## src/rtl/mbx_pkg.sv

```systemverilog
package mbx_pkg;

    localparam int WORD_W = 32;
    localparam int NSRC   = 2;
    localparam int ERR_W  = 5;

    // byte offsets within the window
    localparam logic [11:0] WIN_SIZE    = 12'h600;
    localparam logic [11:0] OFS_ISR     = 12'h208;
    localparam logic [11:0] OFS_IB_SET  = 12'h214;
    localparam logic [11:0] OFS_IB_CLR  = 12'h218;
    localparam logic [11:0] OFS_OB_RD   = 12'h224;
    localparam logic [11:0] OFS_OB_CLR  = 12'h228;
    localparam logic [11:0] OFS_MSK_SET = 12'h22C;
    localparam logic [11:0] OFS_MSK_CLR = 12'h230;
    localparam logic [11:0] OFS_ADR_LO  = 12'h510;
    localparam logic [11:0] OFS_ADR_HI  = 12'h514;
    localparam logic [11:0] OFS_CMD_ST  = 12'h518;

    // bit positions inside the top byte
    localparam int B_HW     = 24;
    localparam int B_MEM    = 25;
    localparam int B_FWIRQ  = 26;
    localparam int B_RST    = 27;
    localparam int B_MEMCMD = 28;

    typedef struct packed {
        logic isr;
        logic ib_set;
        logic ib_clr;
        logic ob_rd;
        logic ob_clr;
        logic msk_set;
        logic msk_clr;
        logic adr_lo;
        logic adr_hi;
        logic cmd_st;
    } regsel_t;

    typedef struct packed {
        logic hw_cmd;
        logic hw_ack;
        logic fw_irq;
        logic ctl_rst;
        logic mem_cmd;
    } ibpulse_t;

    typedef struct packed {
        logic             pend;
        logic [ERR_W-1:0] code;
        logic [7:0]       p0;
        logic [7:0]       p1;
    } err_t;

    function automatic logic [WORD_W-1:0] lane_mask(input logic [WORD_W/8-1:0] be);
        logic [WORD_W-1:0] m;
        for (int i = 0; i < WORD_W/8; i++) m[8*i +: 8] = {8{be[i]}};
        return m;
    endfunction

    // error code is split around the pending bit
    function automatic logic [7:0] ob_top_byte(input logic [NSRC-1:0] ob, input err_t e);
        return {e.code[4:3], e.pend, e.code[2:0], ob};
    endfunction

endpackage

```

## src/rtl/mbx_decode.sv

```systemverilog
module mbx_decode
    import mbx_pkg::*;
#(
    parameter int ADDR_W = 13
) (
    input  logic [ADDR_W-1:0] addr,
    output logic              in_win,
    output regsel_t           sel
);
    localparam logic [ADDR_W-1:0] WIN = ADDR_W'(WIN_SIZE);

    function automatic logic hit(input logic [ADDR_W-1:0] a, input logic [11:0] ofs);
        return a[ADDR_W-1:2] == ADDR_W'(ofs) >> 2;
    endfunction

    always_comb begin
        in_win     = addr < WIN;
        sel.isr     = in_win && hit(addr, OFS_ISR);
        sel.ib_set  = in_win && hit(addr, OFS_IB_SET);
        sel.ib_clr  = in_win && hit(addr, OFS_IB_CLR);
        sel.ob_rd   = in_win && hit(addr, OFS_OB_RD);
        sel.ob_clr  = in_win && hit(addr, OFS_OB_CLR);
        sel.msk_set = in_win && hit(addr, OFS_MSK_SET);
        sel.msk_clr = in_win && hit(addr, OFS_MSK_CLR);
        sel.adr_lo  = in_win && hit(addr, OFS_ADR_LO);
        sel.adr_hi  = in_win && hit(addr, OFS_ADR_HI);
        sel.cmd_st  = in_win && hit(addr, OFS_CMD_ST);
    end
endmodule

```

## src/rtl/mbx_inbound.sv

```systemverilog
module mbx_inbound
    import mbx_pkg::*;
(
    input  logic              clk,
    input  logic              rst,
    input  logic              hold_clr,
    input  logic              set_wr,
    input  logic              clr_wr,
    input  logic [WORD_W-1:0] wbits,
    input  logic              fw_mbox_taken,
    output ibpulse_t          pulse,
    output logic              mbox_full
);
    always_ff @(posedge clk) begin
        if (rst) begin
            pulse <= '0;
        end else begin
            pulse.hw_cmd  <= set_wr && wbits[B_HW];
            pulse.hw_ack  <= clr_wr && wbits[B_MEM];
            pulse.fw_irq  <= set_wr && wbits[B_FWIRQ];
            pulse.ctl_rst <= set_wr && wbits[B_RST];
            pulse.mem_cmd <= set_wr && wbits[B_MEMCMD];
        end
    end

    // a new command marks the mailbox full; firmware frees it
    always_ff @(posedge clk) begin
        if (rst || hold_clr)              mbox_full <= 1'b0;
        else if (set_wr && wbits[B_HW])   mbox_full <= 1'b1;
        else if (fw_mbox_taken)           mbox_full <= 1'b0;
    end
endmodule

```

## src/rtl/mbx_outbound.sv

```systemverilog
module mbx_outbound
    import mbx_pkg::*;
(
    input  logic              clk,
    input  logic              rst,
    input  logic              hold_clr,
    input  logic              clr_wr,
    input  logic              mset_wr,
    input  logic              mclr_wr,
    input  logic [WORD_W-1:0] wbits,
    input  logic [NSRC-1:0]   fw_done,
    input  logic              fw_err,
    input  logic [ERR_W-1:0]  fw_err_code,
    input  logic [7:0]        fw_err_p0,
    input  logic [7:0]        fw_err_p1,
    output logic [NSRC-1:0]   ob,
    output logic [NSRC-1:0]   mask,
    output err_t              err,
    output logic              irq
);
    logic ob_bit   [NSRC];
    logic mask_bit [NSRC];

    for (genvar g = 0; g < NSRC; g++) begin : g_src
        // a post outranks a same-cycle host clear
        always_ff @(posedge clk) begin
            if (rst || hold_clr)                 ob_bit[g] <= 1'b0;
            else if (fw_done[g])                 ob_bit[g] <= 1'b1;
            else if (clr_wr && wbits[B_HW + g])  ob_bit[g] <= 1'b0;
        end

        always_ff @(posedge clk) begin
            if (rst)                             mask_bit[g] <= 1'b1;
            else if (mset_wr && wbits[B_HW + g]) mask_bit[g] <= 1'b1;
            else if (mclr_wr && wbits[B_HW + g]) mask_bit[g] <= 1'b0;
        end

        assign ob[g]   = ob_bit[g];
        assign mask[g] = mask_bit[g];
    end

    always_ff @(posedge clk) begin
        if (rst || hold_clr) begin
            err <= '0;
        end else if (fw_err) begin
            err.pend <= 1'b1;
            err.code <= fw_err_code;
            err.p0   <= fw_err_p0;
            err.p1   <= fw_err_p1;
        end else if (clr_wr && wbits[B_MEM] && wbits[B_HW]) begin
            err.pend <= 1'b0;
            err.code <= '0;
        end
    end

    assign irq = |(ob & ~mask);
endmodule

```

## src/rtl/mbx_doorbell_regs.sv

```systemverilog
module mbx_doorbell_regs
    import mbx_pkg::*;
#(
    parameter int ADDR_W = 13
) (
    input  logic              clk,
    input  logic              rst,
    input  logic [ADDR_W-1:0] bus_addr,
    input  logic [31:0]       bus_wdata,
    input  logic [3:0]        bus_be,
    input  logic              bus_we,
    input  logic              bus_re,
    output logic [31:0]       bus_rdata,
    input  logic              fw_mbox_taken,
    input  logic              fw_init_busy,
    input  logic              fw_hw_done,
    input  logic              fw_mem_done,
    input  logic [15:0]       fw_cmd_id,
    input  logic [15:0]       fw_cmd_status,
    input  logic              fw_err,
    input  logic [4:0]        fw_err_code,
    input  logic [7:0]        fw_err_p0,
    input  logic [7:0]        fw_err_p1,
    output logic              fw_hw_cmd,
    output logic              fw_hw_ack,
    output logic              fw_irq_req,
    output logic              fw_ctl_rst,
    output logic              fw_mem_cmd,
    output logic [63:0]       mbox_addr,
    output logic              mbox_addr_load,
    output logic              host_irq
);
    localparam int HALF_W = WORD_W / 2;

    regsel_t           sel;
    regsel_t           wsel;
    logic              in_win;
    logic [WORD_W-1:0] wmask;
    logic [WORD_W-1:0] wbits;
    ibpulse_t          pulse;
    logic              mbox_full;
    logic [NSRC-1:0]   ob_q;
    logic [NSRC-1:0]   mask_q;
    err_t              err_q;
    logic              hold_clr;
    logic [WORD_W-1:0] adr_lo_q;
    logic [WORD_W-1:0] adr_hi_q;
    logic [HALF_W-1:0] cmd_id_q;
    logic [HALF_W-1:0] cmd_st_q;
    logic [WORD_W-1:0] rd_mux;

    mbx_decode #(.ADDR_W(ADDR_W)) u_dec (
        .addr   (bus_addr),
        .in_win (in_win),
        .sel    (sel)
    );

    assign wsel     = bus_we ? sel : '0;
    assign wmask    = lane_mask(bus_be);
    assign wbits    = bus_wdata & wmask;
    assign hold_clr = pulse.ctl_rst;

    mbx_inbound u_ib (
        .clk           (clk),
        .rst           (rst),
        .hold_clr      (hold_clr),
        .set_wr        (wsel.ib_set),
        .clr_wr        (wsel.ib_clr),
        .wbits         (wbits),
        .fw_mbox_taken (fw_mbox_taken),
        .pulse         (pulse),
        .mbox_full     (mbox_full)
    );

    mbx_outbound u_ob (
        .clk         (clk),
        .rst         (rst),
        .hold_clr    (hold_clr),
        .clr_wr      (wsel.ob_clr),
        .mset_wr     (wsel.msk_set),
        .mclr_wr     (wsel.msk_clr),
        .wbits       (wbits),
        .fw_done     ({fw_mem_done, fw_hw_done}),
        .fw_err      (fw_err),
        .fw_err_code (fw_err_code),
        .fw_err_p0   (fw_err_p0),
        .fw_err_p1   (fw_err_p1),
        .ob          (ob_q),
        .mask        (mask_q),
        .err         (err_q),
        .irq         (host_irq)
    );

    // mailbox address words, merged per byte lane
    always_ff @(posedge clk) begin
        if (rst) begin
            adr_lo_q       <= '0;
            adr_hi_q       <= '0;
            mbox_addr_load <= 1'b0;
        end else begin
            if (wsel.adr_lo) adr_lo_q <= (adr_lo_q & ~wmask) | wbits;
            if (wsel.adr_hi) adr_hi_q <= (adr_hi_q & ~wmask) | wbits;
            mbox_addr_load <= wsel.adr_hi;
        end
    end

    // completion identifier and status
    always_ff @(posedge clk) begin
        if (rst || hold_clr) begin
            cmd_id_q <= '0;
            cmd_st_q <= '0;
        end else if (fw_hw_done || fw_mem_done) begin
            cmd_id_q <= fw_cmd_id;
            cmd_st_q <= fw_cmd_status;
        end
    end

    always_comb begin
        rd_mux = '0;
        unique case (1'b1)
            sel.isr:                 rd_mux[B_MEM:B_HW] = ob_q & ~mask_q;
            sel.ib_set, sel.ib_clr:  rd_mux[B_MEM:B_HW] = {fw_init_busy, mbox_full};
            sel.ob_rd, sel.ob_clr:   rd_mux[31:24]      = ob_top_byte(ob_q, err_q);
            sel.msk_set, sel.msk_clr: rd_mux[B_MEM:B_HW] = mask_q;
            sel.adr_lo:              rd_mux[15:0]       = {err_q.p1, err_q.p0};
            sel.adr_hi:              rd_mux             = adr_hi_q;
            sel.cmd_st:              rd_mux             = {cmd_st_q, cmd_id_q};
            default:                 rd_mux             = '0;
        endcase
    end

    always_ff @(posedge clk) begin
        if (rst)         bus_rdata <= '0;
        else if (bus_re) bus_rdata <= rd_mux;
        else             bus_rdata <= '0;
    end

    assign fw_hw_cmd  = pulse.hw_cmd;
    assign fw_hw_ack  = pulse.hw_ack;
    assign fw_irq_req = pulse.fw_irq;
    assign fw_ctl_rst = pulse.ctl_rst;
    assign fw_mem_cmd = pulse.mem_cmd;
    assign mbox_addr  = {adr_hi_q, adr_lo_q};
endmodule

```

## config.mk

```make
export PLATFORM = sky130hd
export DESIGN_NAME = mbx_doorbell_regs
export DESIGN_NICKNAME = d
export VERILOG_FILES = /design/src/rtl/mbx_pkg.sv /design/src/rtl/mbx_decode.sv /design/src/rtl/mbx_inbound.sv /design/src/rtl/mbx_outbound.sv /design/src/rtl/mbx_doorbell_regs.sv
export SDC_FILE = /design/constraint.sdc
export NUM_CORES = 1
export LEC_CHECK = 0
export ABC_AREA = 1
export BUFFER_PORTS_ARGS = -buffer_cell sky130_fd_sc_hd__buf_2
export CAP_MARGIN = 20
export CORE_MARGIN = 5
export CORE_UTILIZATION = 55
export CTS_BUF_LIST = sky130_fd_sc_hd__clkbuf_16
export DETAILED_ROUTE_END_ITERATION = 6
export PLACE_DENSITY = 0.87
export SLEW_MARGIN = 20
export SYNTH_ARGS = -nofsm -noshare
export SYNTH_HDL_FRONTEND = slang
export SYNTH_SLANG_ARGS = --single-unit
```

## constraint.sdc

```tcl
create_clock -name clk -period 2.5 [get_ports clk]
set_input_delay 0.25 -clock clk [delete_from_list [all_inputs] [get_ports clk]]
set_output_delay 0.25 -clock clk [all_outputs]
set_load 0.02 [all_outputs]
```

# Word level (Yosys, flattened, before mapping)
# Memories as Yosys holds them, arrays and structs flattened.
# Cells that the tools add are included.
[totals] ramBits=4 output_inout_bits=103 register_bits=157 n_memories=2 wordCells=126 inputBits=111
[classes] n_reduce_logical=31 magnitude_cmp=1 muxes=49 eq_ne=10 bitwise=17
[mem_list] memory="u_ob.mask_bit" words=2 word_bits=1 read_ports=2 rd_ports_with_merged_regs=0 wr=2 line="mbx_outbound.sv:22" rtl="logic mask_bit [NSRC];"
[mem_list] memory="u_ob.ob_bit" words=2 word_bits=1 read_ports=2 rd_ports_with_merged_regs=0 wr=2 line="mbx_outbound.sv:21" rtl="logic ob_bit [NSRC];"
[ops] op="$and A32 B32 Y32" count=3
[ops] op="$eq A11 B8 Y1 const B" count=7
[ops] op="$or A32 B32 Y32" count=2
[ops] op="$pmux W16 S3" count=1
[ops] op="$mux W1" count=42
[ops] op="$eq A11 B9 Y1 const B" count=3
[ops] op="$not A32 Y32" count=1
[ops] op="$logic_and A1 B1 Y1" count=22
[ops] op="$pmux W6 S3" count=1
[ops] op="$pmux W8 S2" count=1
[ops] op="$lt A13 B11 Y1 const B" count=1
[ops] op="$mux W6" count=2
[ops] op="$pmux W2 S6" count=1
[ops] op="$reduce_or A2 Y1" count=5
[ops] op="$mux W9" count=1
[ops] op="$or A1 B1 Y1" count=8
[ops] op="$reduce_bool A2 Y1" count=2
[ops] op="$and A2 B2 Y2" count=1
[ops] op="$logic_or A1 B1 Y1" count=2
[ops] op="$not A2 Y2" count=1
[ops] op="$not A1 Y1" count=1

# Longest topological paths before layout
# Gate-level depths: netlist of run 1.
[logic_depth] ltp_word=9 ltp_mapped=11 depth_no_buf=11

# Cells and area by module
# From an unflattened synthesis of run 1, not the netlist that was laid out.
[unflattened] cells_unflattened=928 area_unflattened_um2=6721.4
[by_module_without_submodules] mod="mbx_doorbell_regs" cells_each=725 instances=1 area_each_um2=5235.0 seq_area_each_um2=2582.5
[by_module_without_submodules] mod="mbx_outbound" cells_each=123 instances=1 area_each_um2=1068.5 seq_area_each_um2=550.5
[by_module_without_submodules] mod="mbx_decode" cells_each=58 instances=1 area_each_um2=230.2 seq_area_each_um2=0.0
[by_module_without_submodules] mod="mbx_inbound" cells_each=22 instances=1 area_each_um2=187.7 seq_area_each_um2=120.1

# Least setup slack after synthesis of run 1
# OpenSTA, ideal clock, no wires.
[synth_path] path_kind="input to register" startpoint="input bus_addr[7]" endpoint="memory u_ob.ob_bit[0], enable pin" required_time_ns=2.189 t_arrival_ns=1.274 setup_time_ns=0.311 setup_slack_ns=0.915 path_stages=7 path_buffers=0 cell_sequence="nor2_1 nand2_4 nor2_2 nand2_1 nor2_1 inv_1 o211ai_1"
[synth_rtl] element="start, declared" line="mbx_doorbell_regs.sv:8" rtl="input logic [ADDR_W-1:0] bus_addr,"
[synth_rtl] element="end, declared" line="mbx_outbound.sv:21"

==> results_dict.tcl, run 1 <==
set metrics [dict create \
    overflow 0 \
    postSynth.topFlopCell "sky130_fd_sc_hd__dfxtp_1" \
    finalClockSkew_ns 0.01442 \
    maximum_clock_frequency_mhz 632.5 \
    fin_crit_share 0.6324 \
    final_hold_viol_count 0 \
    syn_area_um2 6661 \
    power-per-cell-area_nw_per_um2 662.6 \
    die_ht_um 120.1 \
    crit_fanout 24 \
    tritoncts "done" \
    syn_inst 870 \
    crit_slowest_cell "sky130_fd_sc_hd__nor3_1" \
    critPathKind "in2reg" \
    cts.htree.levels 4 \
    grt_first_pass_wirelength_um 30020 \
    timing.critical_path.required_ns 2.82 \
    totalWireLength_um 19320 \
    slew-limit-headroom 0.5852 \
    synth-warning-count 0 \
    ctsHoldBuffers 0 \
    cp_dominant_cell_by_count "sky130_fd_sc_hd__nor2_1" \
    power.switching_w 0.001214 \
    floorplan.die.width_um 120.1 \
    gp_congestion 0.8689 \
    dp_cells 1203 \
    clock_tree.root_cell "sky130_fd_sc_hd__clkbuf_16" \
    cellInternalPower_w 0.004338 \
    synth_fp_nets 981 \
    worst-slew-pin-transition_ns 0.6213 \
    critical-path-max-stage-delay_ns 0.26 \
    boundaryPins 214 \
    grt_util_all_layers 0.2615 \
    start_util 0.5569 \
    holdCritPathClass "in2reg" \
    critical_path_arrival_ns 1.90 \
    synth_top_cell_area_share 0.4748 \
    fin_tns_setup_ns 0 \
    avgViaCountPerCell 5.341 \
    vdd_ir_drop_max_mv 0.4971 \
    outcome "finished, final reports clean" \
    grt_setup_unrepaired "no" \
    seq_area_um2 3253 \
    comb_power_share 0.060 \
    total_number_of_clock_tree_sinks 161 \
    seq_power_share 0.479 \
    io_buffer_count 211 \
    drc_violation_count_after_routing 0 \
    p_sw_frac 0.2186 \
    power.share.clock 0.460 \
    cts.repair_timing.setup_buffer_count 0 \
    detail_route.iter0.violations 558 \
    num_vias 6591 \
    clkLatencyLatePin_ns 0.43 \
    synth_cell_type_count 30 \
    leakage_nw 4.115 \
    max_cap_viol_count 0 \
    fin_nets 1186 \
    multi_input_area_um2 2851 \
    period_needed_ns 1.581 \
    fillers 992 \
    drt-pass1-iter-count 6 \
    detailed_place_hpwl_um 13920 \
    clock_tree.buffer_depth 2 \
    post_synth_main_area_contributors "sky130_fd_sc_hd__dfxtp_1, sky130_fd_sc_hd__nor2_1, sky130_fd_sc_hd__o21ai_0" \
    grt_max_degree 64 \
    drt-wirelength-per-cell_um 15.66 \
    cts-buffers-inserted 17 \
    layout.cells.non_filler 1234 \
    setup_viol 0 \
    post-synth-top-area-cell "sky130_fd_sc_hd__dfxtp_1" \
    clk_pin_slew_ns 0.06 \
    fraction_of_the_yosys_area_taken_by_sequential_cells 0.4884 \
    synth_seq_cells 161 \
    timing.critical_path.from_type "input port" \
    fp.dieArea_um2 14410 \
    synth-edff-count 3 \
    fraction_of_final_layout_cells_sized_beyond_drive_strength_1 0.2703 \
    core_area_um2 11960 \
    worstSetupEndpointType "flop" \
    grt_antenna_before_repair 4 \
    area_growth_pct 25.79 \
    row_count 40 \
    synth_most_common_cell "sky130_fd_sc_hd__nor2_1" \
    postCtsResizedCells 0 \
    via_count_of_the_first_global_routing_pass 6136 \
    netlist_top_cells_count "sky130_fd_sc_hd__nor2_1, sky130_fd_sc_hd__dfxtp_1, sky130_fd_sc_hd__nand2_1" \
    antenna_left 0 \
    synthArstFlopShare 0 \
    final_max_tran_viols 0 \
    synthesis.area_per_instance_um2 7.657 \
    timing.critical_path.cells "buf_2 > nor2_1 > nand2_4 > nor2_8 > nand3_4 > nor2_4 > inv_2 > nor3_1 > nor2_1" \
]
==> cell usage in the layout (no fill, tap or decap), types with 14 or more instances in the layout <==
master                      Yosys  final
sky130_fd_sc_hd__nor3_2        21     21
sky130_fd_sc_hd__o21ai_0      100    100
sky130_fd_sc_hd__o22ai_1       14     14
sky130_fd_sc_hd__a21oi_1       67     67
sky130_fd_sc_hd__nand2_1      103    103
sky130_fd_sc_hd__clkbuf_16      0     18
sky130_fd_sc_hd__inv_1         94     95
sky130_fd_sc_hd__nand3_1       41     41
sky130_fd_sc_hd__nor2_1       175    173
sky130_fd_sc_hd__dfxtp_1      158    158
sky130_fd_sc_hd__buf_2          5    211
==> routing by layer <==
layer  GRT usage  vias up  part of all wire
met3     0.07634       59             0.085
met4      0.1131        2             0.034
li1            -     3223                 -
met5           0        -           0.00036
met1      0.3279     2997              0.42
met2      0.4187      310              0.46
==> through the flow <==
stage                 util  worst slack (ns)  total power, W  instance area (µm²)  hold slack (ns)
floorplan                -            0.9150        0.002885                 6661           0.3811
global placement    0.6523            0.5653        0.003035                 7802           0.4303
detailed placement  0.6523            0.5060        0.003044                 7802           0.4401
CTS                 0.6999            0.9291        0.005562                 8372          0.06837
global route        0.7005            0.8205        0.005731                 8379          0.07953
finish              0.7005            0.9189        0.005552                 8379          0.07362
==> power groups by stage <==
stage	combinational (W)	clock, W	sequential, W
2_1_floorplan	0.000174	0	0.00271
3_3_place_gp	0.000320	0	0.00271
6_report	0.000334	0.00256	0.00266
5_1_grt	0.000372	0.00269	0.00267
4_1_cts	0.000331	0.00257	0.00266
3_5_place_dp	0.000327	0	0.00272
==> final timing paths <==
path	depth (start not counted)	slack (ns)	to	start
min	4	0.07	u_ib.mbox_full$_SDFFE_PP0P_	fw_mbox_taken
max	9	0.92	flop	bus_addr[7]
min reg2reg	2	0.45	flop	flop
max reg2reg	3	1.07	u_ob.err[0]$_SDFFE_PP0P_	u_ib.pulse[1]$_SDFF_PP0_
==> area by class of cell <==
class,count,share of cell area
flip-flops and latches,161,0.3882
multi-input cells,571,0.3403
repair buffers,220,0.1341
clock buffers,18,0.05376
inverters,104,0.04659
well taps,147,0.02195
clock inverters,10,0.01419
diodes,3,0.0008959
==> critical path: cells and delay by family <==
kind	cells	cell delay, ns
AND/OR/NAND/NOR	7	1.28
buffers and inverters	2	0.34
==> logic make-up (layout without fill, tap and decap cells) <==
| kind of cell | Yosys count | count (layout) | share of synthesized area |
|---|---|---|---|
| buffers and inverters | 138 | 352 | 0.08434 |
| DFF | 161 | 161 | 0.4884 |
| AOI/OAI and AO/OA | 191 | 191 | 0.1521 |
| other | 0 | 3 | 0 |
| and+or+nand+nor | 380 | 380 | 0.2752 |
Power figures use the tool's default switching activity.
==> run 2, diff against run 1 <==
--- a/config.mk
+++ b/config.mk
@@ -9,10 +9,10 @@
 export BUFFER_PORTS_ARGS = -buffer_cell sky130_fd_sc_hd__buf_2
 export CAP_MARGIN = 20
 export CORE_MARGIN = 5
-export CORE_UTILIZATION = 55
+export CORE_UTILIZATION = 51
 export CTS_BUF_LIST = sky130_fd_sc_hd__clkbuf_16
 export DETAILED_ROUTE_END_ITERATION = 6
-export PLACE_DENSITY = 0.87
+export PLACE_DENSITY = 0.82
 export SLEW_MARGIN = 20
 export SYNTH_ARGS = -nofsm -noshare
 export SYNTH_HDL_FRONTEND = slang
==> constraint.sdc (replaced) <==
create_clock -name clk -period 1.6 [get_ports clk]
set_input_delay 0.16 -clock clk [delete_from_list [all_inputs] [get_ports clk]]
set_output_delay 0.16 -clock clk [all_outputs]
set_load 0.02 [all_outputs]
==> run 2 against run 1 <==
Routed wire length rose by 8.3%; critical path depth down 7; register-to-register slack worse by 0.77 ns; combinational power grew 91%; clock power increased by 64%; count of clock-buffer cells in the layout decreased by 1; first-iteration DRC count down 6.1%; non-clock buffer count is 73 higher; hold slack lost 0.065 ns; global-route usage grew 0.65 points; sequential share of layout area fell by 3.2 points; cell count increased by 8.1%.
==> results_dict.tcl, run 2 (same netlist as run 1, synthesis figures left out) <==
set metrics [dict create \
    vdd_ir_drop_max_mv 0.9115 \
    fin_tns_setup_ns 0 \
    leakage_nw 4.476 \
    grt_setup_unrepaired "no" \
    start_util 0.5236 \
    grt_first_pass_wirelength_um 34140 \
    critPathKind "reg2out" \
    layout.cells.non_filler 1334 \
    power-per-cell-area_nw_per_um2 982.7 \
    seq_area_um2 3253 \
    tritoncts "done" \
    cts.repair_timing.setup_buffer_count 0 \
    finalClockSkew_ns 0.006905 \
    holdPathStages 3 \
    area_growth_pct 37.23 \
    floorplan.die.width_um 124.3 \
    via_count_of_the_first_global_routing_pass 6933 \
    fin_nets 1259 \
    ff2ff_path_depth 4 \
    boundaryPins 214 \
    crit_fanout 3 \
    worst-slew-pin-transition_ns 0.5282 \
    grt_util_all_layers 0.2680 \
    clk_pin_slew_ns 0.06 \
    row_count 41 \
    antenna_left 0 \
    gp_congestion 0.8869 \
    dp_cells 1260 \
    dpl_cell_area_um2 8129 \
    max_cap_viol_count 0 \
    commonest_non_fill_non_tap_cell_in_the_layout "sky130_fd_sc_hd__buf_2" \
    core_area_um2 12720 \
    worstSetupEndpointType "primary output" \
    period_needed_ns 1.419 \
    io_buffer_count 211 \
    totalWireLength_um 20920 \
    die_ht_um 124.3 \
    critical_path_arrival_ns 1.26 \
    clkLatencyLatePin_ns 0.42 \
    total_number_of_clock_tree_sinks 161 \
    setup_viol 0 \
    clock_tree.buffer_depth 2 \
    setup_ws_ns 0.1814 \
    multi_input_area_um2 2856 \
    overflow 0 \
    detail_route.iter0.violations 524 \
    final_max_tran_viols 0 \
    grt_antenna_before_repair 1 \
    detailed_place_hpwl_um 14650 \
    post-place-ws_ns -0.05920 \
    maximum_clock_frequency_mhz 704.9 \
    drt-pass1-iter-count 5 \
    grt_max_degree 64 \
    stdcell_area_um2 9141 \
    avgViaCountPerCell 5.188 \
    fraction_of_final_layout_cells_sized_beyond_drive_strength_1 0.2825 \
    layout.cells.most_common_list "sky130_fd_sc_hd__buf_2, sky130_fd_sc_hd__nor2_1, sky130_fd_sc_hd__dfxtp_1" \
    drt-wirelength-per-cell_um 15.68 \
    cts-buffers-inserted 17 \
    holdCritPathClass "in2reg" \
    slew-limit-headroom 0.6457 \
    fin_crit_share 0.8866 \
    clock_tree.root_cell "sky130_fd_sc_hd__clkbuf_16" \
    final_util 0.7185 \
    final_hold_viol_count 0 \
    outcome "finished, final reports clean" \
    drc_violation_count_after_routing 0 \
    timing.critical_path.required_ns 1.44 \
    num_vias 6921 \
    cts.htree.levels 4 \
    fillers 1018 \
    timing.critical_path.from_type "flop" \
    fp.dieArea_um2 15450 \
]
run 2: critical path: stages (launching register included):
cell and delay (ns):
sky130_fd_sc_hd__edfxtp_1 0.41, sky130_fd_sc_hd__o21ai_0 0.22, sky130_fd_sc_hd__buf_2 0.20
run 2: per-layer routing:
metal | wire, µm | vias to the layer above | global-route usage
met5 | 0 | - | 0
met2 | 9962 | 315 | 0.4424
met4 | 801 | 0 | 0.1180
met1 | 8519 | 3163 | 0.3194
met3 | 1634 | 71 | 0.08576
li1 | - | 3372 | -
run 2: final timing paths:
check | slack [ns] | from | end
worst min register to register | 0.44 | flop | flop
worst max register to register | 0.30 | u_ib.pulse[1]$_SDFF_PP0_ | u_ob.err[0]$_SDFFE_PP0P_
worst min-delay path | 0.009 | fw_err_p0[6] | u_ob.err[14]$_SDFFE_PP0P_
worst max-delay path | 0.18 | u_ob.mask_bit[0]$_DFFE_PP_ | host_irq
run 2: area by class of cell:
| type | count | share of cell area |
|---|---|---|
| timing repair buffer | 293 | 0.1996 |
| multi-input combinational | 571 | 0.3125 |
| inverter | 104 | 0.04270 |
| tap | 172 | 0.02354 |
| sequential | 161 | 0.3559 |
| clock inverter | 15 | 0.01903 |
| clock buffer | 17 | 0.04654 |
| antenna | 1 | 0.0002737 |
run 2: per-stage QoR:
step | power [W] | hold slack [ns]
after floorplan | 0.004508 | 0.2911
after global placement | 0.004773 | 0.4074
after detailed placement | 0.004787 | 0.4122
after CTS | 0.008981 | 0.0007602
after global routing | 0.009266 | 0.002770
final | 0.008983 | 0.009116
run 2: power breakdown:
part | internal, W | switching, W | leakage, nW | total, W
Sequential | 0.00412 | 0.0000395 | 1.32 | 0.00416
Combinational | 0.000271 | 0.000367 | 2.86 | 0.000638
Clock | 0.00257 | 0.00162 | 0.296 | 0.00419
run 2: repair_timing:
item,CTS,global route
gates resized for setup,0,0
hold endpoints to repair,53,0
hold buffers,41,0
endpoints found under the setup margin,0,0
